## src/rtl/gtc_pkg.sv

```systemverilog
// Package gtc_pkg
// Shared register offsets and bit positions for the global counter block.
// Assumes a 12-bit byte-offset register space with 32-bit registers.
package gtc_pkg;
    localparam int unsigned OFF_W = 12;

    localparam logic [OFF_W-1:0] OFF_CNT_LO  = 12'h100;
    localparam logic [OFF_W-1:0] OFF_CNT_HI  = 12'h104;
    localparam logic [OFF_W-1:0] OFF_CNT_ACK = 12'h110;
    localparam logic [OFF_W-1:0] OFF_CMP_LO  = 12'h200;
    localparam logic [OFF_W-1:0] OFF_CMP_HI  = 12'h204;
    localparam logic [OFF_W-1:0] OFF_CMP_INC = 12'h208;
    localparam logic [OFF_W-1:0] OFF_CTRL    = 12'h240;
    localparam logic [OFF_W-1:0] OFF_PEND    = 12'h244;
    localparam logic [OFF_W-1:0] OFF_IEN     = 12'h248;
    localparam logic [OFF_W-1:0] OFF_ACK     = 12'h24C;

    localparam int unsigned CTRL_RUN_BIT  = 8;
    localparam int unsigned CTRL_AUTO_BIT = 1;
    localparam int unsigned CTRL_EN_BIT   = 0;

    localparam int unsigned ACK_CMPLO_BIT = 0;
    localparam int unsigned ACK_CMPHI_BIT = 1;
    localparam int unsigned ACK_INC_BIT   = 2;
    localparam int unsigned ACK_CTRL_BIT  = 16;

    localparam int unsigned CNT_ACK_N = 2;
    localparam int unsigned GBL_ACK_N = 4;

    typedef struct packed {
        logic run;
        logic auto_inc;
        logic cmp_en;
    } ctrl_t;
endpackage

```

## src/rtl/gtc_stickybits.sv

```systemverilog
// Module gtc_stickybits
// A row of N sticky flags. Each flag sets on its set pulse and clears when
// its clear pulse is high. If both arrive in the same cycle, set wins so
// that no event is lost. Assumes set and clear are single-cycle qualified.
module gtc_stickybits #(
    parameter int unsigned N = 4
) (
    input  logic         clk,
    input  logic         rst_n,
    input  logic [N-1:0] set_i,
    input  logic [N-1:0] clr_i,
    output logic [N-1:0] flags_o
);
    for (genvar gi = 0; gi < N; gi++) begin : g_bit
        // Hold one flag: set has priority over the write-1 clear.
        always_ff @(posedge clk) begin
            if (!rst_n)
                flags_o[gi] <= 1'b0;
            else if (set_i[gi])
                flags_o[gi] <= 1'b1;
            else if (clr_i[gi])
                flags_o[gi] <= 1'b0;
        end

        p_set_lands_r8: assert property (@(posedge clk) disable iff (!rst_n)
            set_i[gi] |=> flags_o[gi]);
        p_sticky_hold_r8: assert property (@(posedge clk) disable iff (!rst_n)
            (flags_o[gi] && !clr_i[gi]) |=> flags_o[gi]);
        p_clear_drops_r6: assert property (@(posedge clk) disable iff (!rst_n)
            (clr_i[gi] && !set_i[gi]) |=> !flags_o[gi]);
    end
endmodule

```

## src/rtl/gtc_counter.sv

```systemverilog
// Module gtc_counter
// Free-running counter of 2*HW bits built from two HW-bit halves. A load
// of either half replaces that half and skips the increment for that
// cycle. Otherwise the counter steps by one while run is high. Assumes at
// most one half is loaded per cycle.
module gtc_counter #(
    parameter int unsigned HW = 32
) (
    input  logic            clk,
    input  logic            rst_n,
    input  logic            run_i,
    input  logic            ld_lo_i,
    input  logic            ld_hi_i,
    input  logic [HW-1:0]   ld_data_i,
    output logic [2*HW-1:0] count_o
);
    localparam int unsigned CW = 2 * HW;

    // Advance or load the counter.
    always_ff @(posedge clk) begin
        if (!rst_n) begin
            count_o <= '0;
        end else if (ld_lo_i) begin
            count_o[HW-1:0] <= ld_data_i;
        end else if (ld_hi_i) begin
            count_o[CW-1:HW] <= ld_data_i;
        end else if (run_i) begin
            count_o <= count_o + CW'(1);
        end
    end

    p_count_step_r2: assert property (@(posedge clk) disable iff (!rst_n)
        (run_i && !ld_lo_i && !ld_hi_i) |=> (count_o == $past(count_o) + CW'(1)));
    p_count_hold_r2: assert property (@(posedge clk) disable iff (!rst_n)
        (!run_i && !ld_lo_i && !ld_hi_i) |=> $stable(count_o));
    p_load_lo_r3: assert property (@(posedge clk) disable iff (!rst_n)
        ld_lo_i |=> (count_o[HW-1:0] == $past(ld_data_i)) &&
                    (count_o[CW-1:HW] == $past(count_o[CW-1:HW])));
endmodule

```

## src/rtl/gtc_compare.sv

```systemverilog
// Module gtc_compare
// Holds the 2*HW-bit compare value and the HW-bit increment, and flags a
// hit when enabled and equal to the counter. On a hit with auto-increment
// the compare value grows by the increment. A software write to a compare
// half takes priority over that update.
module gtc_compare #(
    parameter int unsigned HW = 32
) (
    input  logic            clk,
    input  logic            rst_n,
    input  logic [2*HW-1:0] count_i,
    input  logic            cmp_en_i,
    input  logic            auto_inc_i,
    input  logic            ld_lo_i,
    input  logic            ld_hi_i,
    input  logic            ld_inc_i,
    input  logic [HW-1:0]   ld_data_i,
    output logic [2*HW-1:0] cmp_o,
    output logic [HW-1:0]   inc_o,
    output logic            hit_o
);
    localparam int unsigned CW = 2 * HW;

    logic [CW-1:0] cmp_next;

    // Detect equality with the running count.
    always_comb begin
        hit_o    = cmp_en_i && (count_i == cmp_o);
        cmp_next = cmp_o + {{HW{1'b0}}, inc_o};
    end

    // Update the compare value from software or from a periodic hit.
    always_ff @(posedge clk) begin
        if (!rst_n) begin
            cmp_o <= '0;
        end else if (ld_lo_i) begin
            cmp_o[HW-1:0] <= ld_data_i;
        end else if (ld_hi_i) begin
            cmp_o[CW-1:HW] <= ld_data_i;
        end else if (hit_o && auto_inc_i) begin
            cmp_o <= cmp_next;
        end
    end

    // Capture the periodic increment.
    always_ff @(posedge clk) begin
        if (!rst_n)
            inc_o <= '0;
        else if (ld_inc_i)
            inc_o <= ld_data_i;
    end

    p_auto_step_r7: assert property (@(posedge clk) disable iff (!rst_n)
        (hit_o && auto_inc_i && !ld_lo_i && !ld_hi_i)
        |=> (cmp_o == $past(cmp_o) + {{HW{1'b0}}, $past(inc_o)}));
    p_oneshot_hold_r7: assert property (@(posedge clk) disable iff (!rst_n)
        (!auto_inc_i && !ld_lo_i && !ld_hi_i) |=> $stable(cmp_o));
    p_off_no_hit_r11: assert property (@(posedge clk) disable iff (!rst_n)
        !cmp_en_i |-> !hit_o);
endmodule

```

## src/rtl/gtimer_cmp.sv

```systemverilog
// Module gtimer_cmp
// Register front end of the global counter block. It decodes single-cycle
// bus writes into loads and acknowledge pulses, holds the control and
// interrupt enable bits, and returns read data combinationally. Assumes
// DW >= 17 so that the control acknowledge at bit 16 fits.
module gtimer_cmp #(
    parameter int unsigned DW = 32
) (
    input  logic                    clk,
    input  logic                    rst_n,
    input  logic                    bus_wr,
    input  logic [gtc_pkg::OFF_W-1:0] bus_addr,
    input  logic [DW-1:0]           bus_wdata,
    output logic [DW-1:0]           bus_rdata,
    output logic                    irq
);
    import gtc_pkg::*;

    localparam int unsigned CW = 2 * DW;

    ctrl_t           ctrl_q;
    logic            ien_q;
    logic [CW-1:0]   count;
    logic [CW-1:0]   cmp_val;
    logic [DW-1:0]   inc_val;
    logic            hit;
    logic            pend;

    logic wr_cnt_lo, wr_cnt_hi, wr_cnt_ack;
    logic wr_cmp_lo, wr_cmp_hi, wr_cmp_inc;
    logic wr_ctrl, wr_pend, wr_ien, wr_ack;

    logic [CNT_ACK_N-1:0] cnt_ack_set, cnt_ack_clr, cnt_ack;
    logic [GBL_ACK_N-1:0] gbl_ack_set, gbl_ack_clr, gbl_ack;

    // Decode a write strobe into one pulse per register.
    always_comb begin
        wr_cnt_lo  = bus_wr && (bus_addr == OFF_CNT_LO);
        wr_cnt_hi  = bus_wr && (bus_addr == OFF_CNT_HI);
        wr_cnt_ack = bus_wr && (bus_addr == OFF_CNT_ACK);
        wr_cmp_lo  = bus_wr && (bus_addr == OFF_CMP_LO);
        wr_cmp_hi  = bus_wr && (bus_addr == OFF_CMP_HI);
        wr_cmp_inc = bus_wr && (bus_addr == OFF_CMP_INC);
        wr_ctrl    = bus_wr && (bus_addr == OFF_CTRL);
        wr_pend    = bus_wr && (bus_addr == OFF_PEND);
        wr_ien     = bus_wr && (bus_addr == OFF_IEN);
        wr_ack     = bus_wr && (bus_addr == OFF_ACK);
    end

    // Keep the control bits that are implemented.
    always_ff @(posedge clk) begin
        if (!rst_n)
            ctrl_q <= '0;
        else if (wr_ctrl)
            ctrl_q <= '{run:      bus_wdata[CTRL_RUN_BIT],
                        auto_inc: bus_wdata[CTRL_AUTO_BIT],
                        cmp_en:   bus_wdata[CTRL_EN_BIT]};
    end

    // Keep the interrupt enable bit.
    always_ff @(posedge clk) begin
        if (!rst_n)
            ien_q <= 1'b0;
        else if (wr_ien)
            ien_q <= bus_wdata[0];
    end

    gtc_counter #(.HW(DW)) u_counter (
        .clk       (clk),
        .rst_n     (rst_n),
        .run_i     (ctrl_q.run),
        .ld_lo_i   (wr_cnt_lo),
        .ld_hi_i   (wr_cnt_hi),
        .ld_data_i (bus_wdata),
        .count_o   (count)
    );

    gtc_compare #(.HW(DW)) u_compare (
        .clk        (clk),
        .rst_n      (rst_n),
        .count_i    (count),
        .cmp_en_i   (ctrl_q.cmp_en),
        .auto_inc_i (ctrl_q.auto_inc),
        .ld_lo_i    (wr_cmp_lo),
        .ld_hi_i    (wr_cmp_hi),
        .ld_inc_i   (wr_cmp_inc),
        .ld_data_i  (bus_wdata),
        .cmp_o      (cmp_val),
        .inc_o      (inc_val),
        .hit_o      (hit)
    );

    // Route acknowledge set and clear pulses to the sticky rows.
    always_comb begin
        cnt_ack_set = {wr_cnt_hi, wr_cnt_lo};
        cnt_ack_clr = wr_cnt_ack ? bus_wdata[CNT_ACK_N-1:0] : '0;
        gbl_ack_set = {wr_ctrl, wr_cmp_inc, wr_cmp_hi, wr_cmp_lo};
        gbl_ack_clr = wr_ack ? {bus_wdata[ACK_CTRL_BIT], bus_wdata[ACK_INC_BIT],
                                bus_wdata[ACK_CMPHI_BIT], bus_wdata[ACK_CMPLO_BIT]}
                             : '0;
    end

    gtc_stickybits #(.N(CNT_ACK_N)) u_cnt_ack (
        .clk     (clk),
        .rst_n   (rst_n),
        .set_i   (cnt_ack_set),
        .clr_i   (cnt_ack_clr),
        .flags_o (cnt_ack)
    );

    gtc_stickybits #(.N(GBL_ACK_N)) u_gbl_ack (
        .clk     (clk),
        .rst_n   (rst_n),
        .set_i   (gbl_ack_set),
        .clr_i   (gbl_ack_clr),
        .flags_o (gbl_ack)
    );

    gtc_stickybits #(.N(1)) u_pend (
        .clk     (clk),
        .rst_n   (rst_n),
        .set_i   (hit),
        .clr_i   (wr_pend && bus_wdata[0]),
        .flags_o (pend)
    );

    // Gate the pending flag by its enable.
    always_comb begin
        irq = pend && ien_q;
    end

    // Return the addressed register, zero for unmapped offsets.
    always_comb begin
        bus_rdata = '0;
        unique case (bus_addr)
            OFF_CNT_LO:  bus_rdata = count[DW-1:0];
            OFF_CNT_HI:  bus_rdata = count[CW-1:DW];
            OFF_CNT_ACK: bus_rdata[CNT_ACK_N-1:0] = cnt_ack;
            OFF_CMP_LO:  bus_rdata = cmp_val[DW-1:0];
            OFF_CMP_HI:  bus_rdata = cmp_val[CW-1:DW];
            OFF_CMP_INC: bus_rdata = inc_val;
            OFF_CTRL: begin
                bus_rdata[CTRL_RUN_BIT]  = ctrl_q.run;
                bus_rdata[CTRL_AUTO_BIT] = ctrl_q.auto_inc;
                bus_rdata[CTRL_EN_BIT]   = ctrl_q.cmp_en;
            end
            OFF_PEND:    bus_rdata[0] = pend;
            OFF_IEN:     bus_rdata[0] = ien_q;
            OFF_ACK: begin
                bus_rdata[ACK_CMPLO_BIT] = gbl_ack[0];
                bus_rdata[ACK_CMPHI_BIT] = gbl_ack[1];
                bus_rdata[ACK_INC_BIT]   = gbl_ack[2];
                bus_rdata[ACK_CTRL_BIT]  = gbl_ack[3];
            end
            default:     bus_rdata = '0;
        endcase
    end

    p_match_pends_r4: assert property (@(posedge clk) disable iff (!rst_n)
        hit |=> pend);
    p_irq_masked_r5: assert property (@(posedge clk) disable iff (!rst_n)
        (!ien_q && !wr_ien) |=> !irq);
    p_unmapped_quiet_r10: assert property (@(posedge clk) disable iff (!rst_n)
        (bus_wr && bus_addr == 12'h180) |=> $stable(ctrl_q) && $stable(ien_q));
endmodule

```

## config.mk

```make
export PLATFORM = sky130hd
export DESIGN_NAME = gtimer_cmp
export DESIGN_NICKNAME = d
export VERILOG_FILES = /design/src/rtl/gtc_pkg.sv /design/src/rtl/gtc_stickybits.sv /design/src/rtl/gtc_counter.sv /design/src/rtl/gtc_compare.sv /design/src/rtl/gtimer_cmp.sv
export SDC_FILE = /design/constraint.sdc
export NUM_CORES = 1
export LEC_CHECK = 0
export BUFFER_PORTS_ARGS = -buffer_cell sky130_fd_sc_hd__buf_2
export CORE_ASPECT_RATIO = 1.1
export CORE_UTILIZATION = 35
export DETAILED_ROUTE_END_ITERATION = 8
export PLACE_DENSITY_LB_ADDON = 0.15
export SLEW_MARGIN = 0
export SYNTH_ARGS = -nofsm -noshare
export SYNTH_HDL_FRONTEND = slang
export SYNTH_HIERARCHICAL = 1
export SYNTH_SLANG_ARGS = --single-unit
```

## constraint.sdc

```tcl
create_clock -name clk -period 3.25 [get_ports clk]
set_input_delay 0.1625 -clock clk [delete_from_list [all_inputs] [get_ports clk]]
set_output_delay 0.1625 -clock clk [all_outputs]
set_load 0.05 [all_outputs]
```

==> impl_metrics.ini <==
[sta]
share_of_the_clock_period_used_by_the_worst_path = 0.9714
rsz0062_at_grt = false
layout_setup_ws_ns = 0.09292
setup_total_negative_slack_ns = 0
slew_violations = 0
worst_tran_pin_value_ns = 0.7804
slew-limit-headroom = 0.4778
min_period_ns = 3.157
report.final.hold_viol_count = 0
fmaxAchievable_ghz = 0.3167
final.setup_skew_ns = 0.01665
report.final.setup_viol = 0

[critical_path]
r2r-start = u_compare/inc_o[0]
cp-end-kind = flop
r2r_cells = 11
cp_data_required_time_ns = 3.59
worst-path-max-fanout = 14
critPathArrivalTime_ns = 3.50
worst_setup_path_startpoint = u_compare/inc_o[0]
setup.worst_path.class = flop to flop
worst_setup_path_start_kind = flop

[synth]
yosys-mux-area-fraction = 0.04641
yosys.cell_types.count = 89
ys_ff_latch = 171
complex_gate_fraction_of_the_synthesized_area = 0.2870
postSynth.asyncResetShare = 0
ys_warn_count = 6
synthFlopType = dfxtp_1
synth.yosys.seq_area_share = 0.2539
netlist_area_sq_um = 13480
synth-adder-area-share = 0.03211
synth_simple_gate_area_frac = 0.2649
synth_fp_nets = 1844
post_synthesis_share_of_cell_area_spent_on_xor_and_xnor_gates = 0.06618
synthesis.area_per_instance_sq_um = 7.646
synthCells = 1763
count_of_flip_flops_with_a_built_in_enable_after_synthesis = 0
synth_top_family_by_area = compound AO/OA/AOI/OAI gates

[run_status]
status = finished, final reports clean

[routing]
drt_pass1_iterations = 6
wire_per_inst_microns = 27.80
route.vias.total = 15530
antenna_violating_nets_post_route = 0
drc = 0
avgViaCountPerCell = 6.506
initialDrtViolationCount = 2035
wl_microns = 66370

[clock_network]
cts.hold.buffers_added = 0
clock_latency_ns = 0.48
cts_max_level = 4
clock_tree.root_cell = clkbuf_16
max-clock-path-buffers = 2
post_cts.repair.setup_buffers = 0
cts_inserted_buffers = 17
cts-resized-gates = 0
cts_tree = built
cts.sink_count = 171
cts.clk_slew.worst_paths_ns = 0.07

[power]
power.ir.vdd_worst_v = 0.0003383
leakagePower_nw = 5.938
total_power_mw = 4.689
power.density_cell_area_nw_per_um2 = 299.4

[die]
row_count = 75
floorplan.die.height_microns = 207.8
die_boundary_width_microns = 189.1
initial_utilization = 0.3547
die_area_sq_um = 39300
core-area_sq_um = 38010
pin_count = 80

[place]
portBuffers = 79
pre_cts_ws_ns = 0.1348
globalplace.congestion = 0.9946
dp.final_hpwl_microns = 50250

[grt]
grt_max_degree = 63
grt_pass1_vias = 14220
combined_global_route_utilization_of_all_metal_layers = 0.3330
grt_antenna_before_repair = 2
grt_overflow_total = 0
grt_first_pass_wirelength_microns = 96360

[finish]
layout_commonest_cell = dfxtp_1
insertedDiodeCount = 0
finish.net_count = 1955
multi_input_comb_area_sq_um = 9409
sequential_cell_area_sq_um = 3423
fillers = 3988
post_route_cells_drive_above_1_share = 0.1489
area_growth_pct = 16.16
mostFrequentLayoutCells = dfxtp_1, nor2_1, buf_4, nand2_1, o21ai_0

[hold_path]
holdPathStages = 3
worstHoldStart = bus_wdata[10]
hold_path_class = input port to flop

[job]
drv.max_cap_violation_count = 0
-- Yosys cell counts (12+ instances only) --
cell | instances | share of area
a21oi_1 | 112 | 0.042
nand3_1 | 82 | 0.030
ha_1 | 33 | 0.031
a31oi_1 | 41 | 0.019
nand2b_1 | 12 | 0.0056
nand2_1 | 127 | 0.035
nor2b_1 | 26 | 0.012
nor4_1 | 28 | 0.013
or4_1 | 16 | 0.0089
xnor2_1 | 41 | 0.027
o21ai_0 | 117 | 0.043
inv_1 | 38 | 0.011
o22ai_1 | 17 | 0.0079
a22oi_1 | 64 | 0.036
dfxtp_1 | 171 | 0.25
o211a_1 | 23 | 0.017
a211oi_1 | 19 | 0.011
and3_1 | 56 | 0.026
and2_1 | 17 | 0.0079
nor3_1 | 24 | 0.0089
a2bb2oi_1 | 21 | 0.014
clkbuf_1 | 86 | 0.024
xor2_1 | 59 | 0.038
buf_2 | 15 | 0.0056
nor2_1 | 145 | 0.040
mux2i_1 | 58 | 0.043
o21a_1 | 21 | 0.012
nand4_1 | 57 | 0.026
o211ai_1 | 24 | 0.013
-- path summary, 6_finish.rpt --
kind,to,slack (ns)
max,u_compare/cmp_o[60],0.09
min,u_counter/count_o[10],0.07
max reg2reg,u_compare/cmp_o[60],0.09
min reg2reg,u_compare/cmp_o[61],0.55
-- kinds of logic (layout without fill, tap and decap cells) --
| family | count (synthesis) | count (layout) |
|---|---|---|
| DFF | 171 | 171 |
| xor gates and xnor gates | 101 | 101 |
| adders and majority gates | 34 | 34 |
| muxes | 61 | 61 |
| AOI/OAI and AO/OA | 577 | 577 |
| buffers and inverters | 163 | 287 |
| and+or+nand+nor | 656 | 656 |
-- state kept, by name, summed over array words and instances, names as in the netlist --
name               cells
u_cnt_ack/flags_o      2
u_counter/count_o     64
ctrl_q                 3
u_compare/inc_o       32
u_compare/cmp_o       64
u_pend/flags_o         1
u_gbl_ack/flags_o      4
ien_q                  1
-- power by group --
group          leakage, nW  switching [mW]  internal (mW)
combinational         4.27           0.263          0.108
clock                0.285            1.03           1.15
sequential            1.38          0.0324           2.11
-- layout make-up --
class	count	share of cell area
timing repair buffer	213	0.09285
inverter	42	0.01007
sequential	171	0.2186
clock buffer	17	0.02717
tap	500	0.03995
multi-input combinational	1429	0.6009
clock inverter	15	0.01047
-- layer usage --
metal	track usage	wire length, microns	vias to the layer above
li1	-	-	6925
met1	0.4590	28130	7518
met2	0.5015	28950	900
met3	0.03872	5486	187
met4	0.1872	3806	0
met5	0	0	-
-- critical path: stages (launching register included) --
cell      delay, ns
dfxtp_1        0.39
ha_1           0.27
fa_1           0.24
a21oi_1        0.11
o211ai_1       0.28
nand4_1        0.29
nand3_1        0.23
nand4_1        0.23
and2_1         0.24
buf_4          0.20
o311ai_0       0.41
a31oi_1        0.13
-- stage by stage --
step	util	cell area, sq um	hold slack [ns]	cells
4_1_cts	0.4120	15660	0.03898	2387
3_5_place_dp	0.3965	15070	0.5347	2355
3_3_place_gp	0.3965	15070	0.5058	2355
2_1_floorplan	-	13480	0.2800	1763
5_1_grt	0.4120	15660	0.05031	2387
6_report	0.4120	15660	0.06939	2387
(Power assumes the default switching activity.)
